## src/rtl/cqp_pkg.sv

```systemverilog
package cqp_pkg;

    localparam int ADDR_W = 8;
    localparam int DATA_W = 32;

    // Register offsets the host driver decodes
    localparam logic [ADDR_W-1:0] OFS_DOORBELL = 8'h20;
    localparam logic [ADDR_W-1:0] OFS_ISTAT    = 8'h30;
    localparam logic [ADDR_W-1:0] OFS_IMASK    = 8'h34;
    localparam logic [ADDR_W-1:0] OFS_REQ      = 8'h40;
    localparam logic [ADDR_W-1:0] OFS_RPL      = 8'h44;
    localparam logic [ADDR_W-1:0] OFS_READY    = 8'hB0;

    localparam logic [DATA_W-1:0] RPL_EMPTY_WORD = '1;
    localparam logic [DATA_W-1:0] FW_READY_WORD  = 32'hFFFF_0000;

    typedef enum logic [2:0] {
        SEL_NONE,
        SEL_DOORBELL,
        SEL_ISTAT,
        SEL_IMASK,
        SEL_REQ,
        SEL_RPL,
        SEL_READY
    } reg_sel_e;

    typedef struct packed {
        logic                 wr;
        logic                 rd;
        reg_sel_e             sel;
        logic [DATA_W-1:0]    wdata;
    } bus_op_t;

    function automatic reg_sel_e decode_sel(input logic [ADDR_W-1:0] a);
        case (a)
            OFS_DOORBELL: return SEL_DOORBELL;
            OFS_ISTAT:    return SEL_ISTAT;
            OFS_IMASK:    return SEL_IMASK;
            OFS_REQ:      return SEL_REQ;
            OFS_RPL:      return SEL_RPL;
            OFS_READY:    return SEL_READY;
            default:      return SEL_NONE;
        endcase
    endfunction

    // Place a single flag at a bit position of a data word
    function automatic logic [DATA_W-1:0] flag_word(input int pos, input logic v);
        logic [DATA_W-1:0] w;
        w = '0;
        w[pos] = v;
        return w;
    endfunction

endpackage

```

## src/rtl/cqp_fifo.sv

```systemverilog
module cqp_fifo #(
    parameter int W     = 32,
    parameter int DEPTH = 16
) (
    input  logic                          clk,
    input  logic                          rst,
    input  logic                          push,
    input  logic [W-1:0]                  push_data,
    input  logic                          pop,
    output logic [W-1:0]                  head,
    output logic                          empty,
    output logic                          full,
    output logic [$clog2(DEPTH+1)-1:0]    count
);
    localparam int PTR_W = (DEPTH > 1) ? $clog2(DEPTH) : 1;
    localparam int CNT_W = $clog2(DEPTH + 1);
    localparam logic [PTR_W-1:0] LAST = PTR_W'(DEPTH - 1);

    logic [W-1:0]     mem [DEPTH];
    logic [PTR_W-1:0] wptr, rptr;
    logic [CNT_W-1:0] cnt;
    logic             do_push, do_pop;

    function automatic logic [PTR_W-1:0] step(input logic [PTR_W-1:0] p);
        return (p == LAST) ? '0 : p + 1'b1;
    endfunction

    assign empty   = (cnt == '0);
    assign full    = (cnt == CNT_W'(DEPTH));
    assign count   = cnt;
    assign head    = mem[rptr];
    assign do_push = push && !full;
    assign do_pop  = pop && !empty;

    always_ff @(posedge clk) begin
        if (do_push) mem[wptr] <= push_data;
    end

    always_ff @(posedge clk) begin
        if (rst) begin
            wptr <= '0;
            rptr <= '0;
            cnt  <= '0;
        end else begin
            if (do_push) wptr <= step(wptr);
            if (do_pop)  rptr <= step(rptr);
            case ({do_push, do_pop})
                2'b10:   cnt <= cnt + 1'b1;
                2'b01:   cnt <= cnt - 1'b1;
                default: cnt <= cnt;
            endcase
        end
    end

    p_count_bound_r9: assert property (@(posedge clk) disable iff (rst)
        count <= CNT_W'(DEPTH));

    p_full_drop_r8: assert property (@(posedge clk) disable iff (rst)
        (push && full && !pop) |=> (count == $past(count)));

    p_empty_hold_r3: assert property (@(posedge clk) disable iff (rst)
        (pop && empty && !push) |=> empty);

    p_push_grows_r1: assert property (@(posedge clk) disable iff (rst)
        (push && !full && !pop) |=> (count == $past(count) + 1'b1));

endmodule

```

## src/rtl/cqp_hostif.sv

```systemverilog
module cqp_hostif
    import cqp_pkg::*;
#(
    parameter int MASK_BIT = 3
) (
    input  logic              clk,
    input  logic              rst,
    input  logic [ADDR_W-1:0] bus_addr,
    input  logic              bus_wr,
    input  logic              bus_rd,
    input  logic [DATA_W-1:0] bus_wdata,
    output logic [DATA_W-1:0] bus_rdata,
    output logic              req_push,
    output logic [DATA_W-1:0] req_data,
    input  logic              req_full,
    output logic              rpl_pop,
    input  logic              rpl_empty,
    input  logic [DATA_W-1:0] rpl_head,
    input  logic              fw_ready,
    output logic [DATA_W-1:0] doorbell,
    output logic              mask_set,
    output logic              overflow
);
    bus_op_t           op;
    logic [DATA_W-1:0] rd_next;

    always_comb begin
        op.wr    = bus_wr;
        op.rd    = bus_rd;
        op.sel   = decode_sel(bus_addr);
        op.wdata = bus_wdata;
    end

    assign req_push = op.wr && (op.sel == SEL_REQ);
    assign req_data = op.wdata;
    assign rpl_pop  = op.rd && (op.sel == SEL_RPL);

    always_comb begin
        case (op.sel)
            SEL_DOORBELL: rd_next = doorbell;
            SEL_ISTAT:    rd_next = flag_word(MASK_BIT, !rpl_empty);
            SEL_IMASK:    rd_next = flag_word(MASK_BIT, mask_set);
            SEL_RPL:      rd_next = rpl_empty ? RPL_EMPTY_WORD : rpl_head;
            SEL_READY:    rd_next = fw_ready ? FW_READY_WORD : '0;
            default:      rd_next = '0;
        endcase
    end

    always_ff @(posedge clk) begin
        if (rst) begin
            bus_rdata <= '0;
            doorbell  <= '0;
            mask_set  <= 1'b1;
            overflow  <= 1'b0;
        end else begin
            if (op.rd) bus_rdata <= rd_next;
            if (op.wr && op.sel == SEL_DOORBELL) doorbell <= op.wdata;
            if (op.wr && op.sel == SEL_IMASK)    mask_set <= op.wdata[MASK_BIT];
            if (req_push && req_full)            overflow <= 1'b1;
        end
    end

    p_overflow_sticky_r8: assert property (@(posedge clk) disable iff (rst)
        overflow |=> overflow);

    p_empty_sentinel_r3: assert property (@(posedge clk) disable iff (rst)
        (bus_rd && bus_addr == OFS_RPL && rpl_empty) |=> (bus_rdata == RPL_EMPTY_WORD));

    p_ready_word_r7: assert property (@(posedge clk) disable iff (rst)
        (bus_rd && bus_addr == OFS_READY && fw_ready) |=> (bus_rdata == FW_READY_WORD));

endmodule

```

## src/rtl/cqp_port.sv

```systemverilog
module cqp_port
    import cqp_pkg::*;
#(
    parameter int DEPTH    = 16,
    parameter int MASK_BIT = 3
) (
    input  logic              clk,
    input  logic              rst,
    input  logic [7:0]        bus_addr,
    input  logic              bus_wr,
    input  logic              bus_rd,
    input  logic [31:0]       bus_wdata,
    output logic [31:0]       bus_rdata,
    output logic              core_cmd_valid,
    input  logic              core_cmd_ready,
    output logic [31:0]       core_cmd_data,
    input  logic              core_cpl_valid,
    output logic              core_cpl_ready,
    input  logic [31:0]       core_cpl_data,
    input  logic              core_fw_ready,
    output logic [31:0]       core_doorbell,
    output logic              irq,
    output logic              req_overflow
);
    localparam int CNT_W = $clog2(DEPTH + 1);

    logic              req_push, req_full, req_empty;
    logic [DATA_W-1:0] req_data;
    logic [CNT_W-1:0]  req_count;
    logic              rpl_pop, rpl_full, rpl_empty;
    logic [DATA_W-1:0] rpl_head;
    logic [CNT_W-1:0]  rpl_count;
    logic              mask_set;

    cqp_hostif #(.MASK_BIT(MASK_BIT)) u_host (
        .clk       (clk),
        .rst       (rst),
        .bus_addr  (bus_addr),
        .bus_wr    (bus_wr),
        .bus_rd    (bus_rd),
        .bus_wdata (bus_wdata),
        .bus_rdata (bus_rdata),
        .req_push  (req_push),
        .req_data  (req_data),
        .req_full  (req_full),
        .rpl_pop   (rpl_pop),
        .rpl_empty (rpl_empty),
        .rpl_head  (rpl_head),
        .fw_ready  (core_fw_ready),
        .doorbell  (core_doorbell),
        .mask_set  (mask_set),
        .overflow  (req_overflow)
    );

    cqp_fifo #(.W(DATA_W), .DEPTH(DEPTH)) u_req_q (
        .clk       (clk),
        .rst       (rst),
        .push      (req_push),
        .push_data (req_data),
        .pop       (core_cmd_ready),
        .head      (core_cmd_data),
        .empty     (req_empty),
        .full      (req_full),
        .count     (req_count)
    );

    cqp_fifo #(.W(DATA_W), .DEPTH(DEPTH)) u_rpl_q (
        .clk       (clk),
        .rst       (rst),
        .push      (core_cpl_valid),
        .push_data (core_cpl_data),
        .pop       (rpl_pop),
        .head      (rpl_head),
        .empty     (rpl_empty),
        .full      (rpl_full),
        .count     (rpl_count)
    );

    assign core_cmd_valid = !req_empty;
    assign core_cpl_ready = !rpl_full;
    assign irq            = !rpl_empty && !mask_set;

    // Last reply taken with no new completion arriving: interrupt must drop
    p_irq_drop_r6: assert property (@(posedge clk) disable iff (rst)
        (rpl_pop && rpl_count == CNT_W'(1) && !core_cpl_valid) |=> !irq);

    p_cmd_count_r1: assert property (@(posedge clk) disable iff (rst)
        core_cmd_valid |-> (req_count != '0));

endmodule

```

## config.mk

```make
export PLATFORM = sky130hd
export DESIGN_NAME = cqp_port
export DESIGN_NICKNAME = d
export VERILOG_FILES = /design/src/rtl/cqp_pkg.sv /design/src/rtl/cqp_fifo.sv /design/src/rtl/cqp_hostif.sv /design/src/rtl/cqp_port.sv
export SDC_FILE = /design/constraint.sdc
export NUM_CORES = 1
export LEC_CHECK = 0
export ABC_AREA = 0
export CAP_MARGIN = 20
export CORE_MARGIN = 2
export CORE_UTILIZATION = 45
export DETAILED_ROUTE_END_ITERATION = 10
export DONT_BUFFER_PORTS = 1
export PLACE_DENSITY_LB_ADDON = 0.08
export SYNTH_ARGS = -nofsm -noshare
export SYNTH_HDL_FRONTEND = slang
export SYNTH_SLANG_ARGS = --single-unit
```

## constraint.sdc

```tcl
create_clock -name clk -period 8.64 [get_ports clk]
set_clock_uncertainty 0.05 [all_clocks]
set_input_delay 1.728 -clock clk [delete_from_list [all_inputs] [get_ports clk]]
set_output_delay 1.728 -clock clk [all_outputs]
set_load 0.1 [all_outputs]
```

==> impl_metrics.yaml <==
status:
  status: "complete, no violations"
synthesis:
  synth-edff-count: 1024
  ys_dominant_reg_cell: "edfxtp_1"
  synth_seq_cells: 1124
  synth-async-reset-ratio_pct: 0
  netlist_area_mm2: 0.0434
  synth_cell_types: 56
  synthTopCellsByArea: "edfxtp_1, mux4_2, dfxtp_1"
  ys_warn_count: 0
  synth_fa_ha_area_share_pct: 0.519
  synth_xor_area_share_pct: 0.242
  syn_area_per_cell_um2: 20.0
  synth_top_family_by_area: "multiplexers"
  yosysTopAreaCell: "edfxtp_1"
  seq_area_frac_synth_pct: 75.4
  synth_fp_nets: 2265
  synth-simple-area-share_pct: 2.40
  synth_compound_area_share_pct: 4.07
  yosysTopAreaCellShare_pct: 70.8
  synth.area.mux_share_pct: 15.9
  synth_cells: 2168
global_routing:
  antenna_found_initial: 3
  grt_max_degree: 85
  grt_use_total_pct: 22.6
  grt_pass1_wl_mm: 159
  grt_pass1_vias: 21900
  grt.overflow.total: 0
power:
  vdd_drop_max_v: 0.000166
  power_density_mw_per_mm2: 225
  static-leakage-power_uw: 0.0150
die:
  rows: 113
  fp.dieH_um: 315
  top_level_ports: 179
  die_x_um: 315
  fp.dieArea_mm2: 0.0990
  start_util_pct: 45.6
  core_mm2: 0.0953
clock_network:
  cts_setup_buffers: 0
  cts.sinks: 1124
  clock_tree.root_cell: "clkbuf_16"
  cts_tree: "done"
  cts_max_level: 3
  numCtsBuffers: 116
  cts_max_path_buffers: 3
  insertion_delay_ns: 0.69
  cts_resized: 0
  cts_hold_buf: 0
  path_clk_slew_ns: 0.06
sta:
  fin_crit_ns: 5.77
  maxSlewHeadroom_pct: 23.1
  setup_viol: 0
  drv_slew: 0
  rsz0062_at_grt: "false"
  fin_crit_sh_pct: 66.8
  max_freq_mhz: 173
  finalHoldViolCount: 0
  hold_ws_ns: 0.463
  tightest_slew_ns: 1.15
  finalSetupTns_ns: 0
routing:
  dr.pass1.iters: 5
  antenna_left: 0
  drc: 0
  drt-initial-drc-count: 2257
  avgRoutedWirePerCell_um: 30.8
  vias_per_cell: 5.97
  vias: 21500
  finalWirelength_mm: 111
placed_design:
  gp_congestion: 0.757
  hpwlAfterDp_mm: 61.8
  io_buffer_count: 0
  dpl.cell_count: 3385
finish:
  final_cell_mix: "edfxtp_1, mux4_2, mux2i_1"
  final_common_cell: "edfxtp_1"
  regArea_mm2: 0.0328
  area_delta_synth_final_pct: 13.6
  multi_input_comb_area_mm2: 0.0103
  final_net_count: 2342
  fillerInstances: 7587
  antenna_cells: 0
  drive_gt1_share_pct: 24.1
  fin_cells: 3610
worst_setup_path:
  cp-start-kind: "flop"
  rrSetupSlack_ns: 4.81
  crit_required_ns: 6.86
  endpoint: "core_cmd_data[16]"
  r2r-end: "u_rpl_q.count[4]$_SDFFE_PP0P_"
  r2r_cells: 11
  cp_max_fo: 65
  r2r-start: "u_rpl_q.count[1]$_SDFFE_PP0P_"
  cp-end-kind: "primary output"
  critPathKind: "flop to primary output"
  arrival_ns: 3.99
worst_hold_path:
  hold_path.class: "flop to flop"
job:
  max-cap-violations: 0
synthesized netlist by cell type (10+ instances only):
library cell,n
edfxtp_1,1024
mux4_2,242
mux2i_1,143
nand2_1,109
dfxtp_1,100
a21oi_1,79
clkbuf_1,63
buf_2,56
nor2_1,51
a22oi_1,34
a221o_1,31
o21ai_0,25
a31oi_1,19
ha_1,18
a221oi_1,17
a211o_1,15
o211ai_1,15
nor3_1,12
xor2_1,12
buf_1,11
inv_1,11
nand2b_1,10
cell families after synthesis:
group	after synthesis
flops	1124
mux	388
compound gates	255
simple gates	225
buf+inv	146
fa+ha+maj	18
xor+xnor	12
per-layer routing:
| layer | global-route usage [%] | wire [um] | vias up |
|---|---|---|---|
| met2 | 36.8 | 53900 | 735 |
| met3 | 6.03 | 8570 | 146 |
| met1 | 30.6 | 46300 | 11600 |
| met5 | 0 | 0 | - |
| met4 | 5.44 | 2280 | 0 |
| li1 | - | - | 9110 |
sequential cells by signal, summed over array words and instances (netlist names), 5 cells and up, named ones only:
| signal | cells |
|---|---|
| u_req_q.mem | 512 |
| u_host.bus_rdata | 32 |
| u_req_q.count | 5 |
| u_host.doorbell | 32 |
| u_rpl_q.count | 5 |
| u_rpl_q.mem | 512 |
through the flow:
step	setup WS [ns]	instance area, um2	power [uW]	util (%)
2_1_floorplan	1.77	43400	6150	-
3_3_place_gp	3.66	45300	6190	47.6
3_5_place_dp	3.61	45300	6190	47.6
4_1_cts	2.85	49300	11200	51.7
5_1_grt	2.75	49300	11400	51.8
6_report	2.87	49300	11100	51.8
area by class of cell:
cell class / instances / area share, %
Clock buffer: 167 / 6.90
Clock inverter: 51 / 1.02
Inverter: 14 / 0.107
Multi-Input combinational cell: 898 / 20.9
Sequential cell: 1124 / 66.4
Tap cell: 1265 / 3.21
Timing Repair Buffer: 91 / 1.46
worst max-delay path: stages, from the launching register on:
cell and delay, ns:
dfxtp_4 0.98, buf_4 0.91, mux4_2 0.43, mux4_2 0.79
power by group:
part | internal (uW) | total (uW) | switching [uW]
logic | 34.4 | 110 | 75.4
registers | 5950 | 5960 | 9.26
clock network | 2990 | 5050 | 2050
worst min-delay path by stage:
stage,from,to,slack [ns],depth (start not counted)
floorplan,u_host.mask_set$_SDFFE_PP1P_,u_host.mask_set$_SDFFE_PP1P_,0.42,2
global placement,u_req_q.rptr[3]$_SDFFE_PP0P_,flop,0.43,2
detailed placement,u_rpl_q.rptr[3]$_SDFFE_PP0N_,u_rpl_q.rptr[3]$_SDFFE_PP0N_,0.45,2
CTS,u_rpl_q.rptr[3]$_SDFFE_PP0N_,u_rpl_q.rptr[3]$_SDFFE_PP0N_,0.45,2
global route,u_rpl_q.rptr[1]$_SDFFE_PP0N_,flop,0.48,2
finish,u_rpl_q.rptr[1]$_SDFFE_PP0N_,flop,0.46,2
Power figures use the tool's default switching activity.
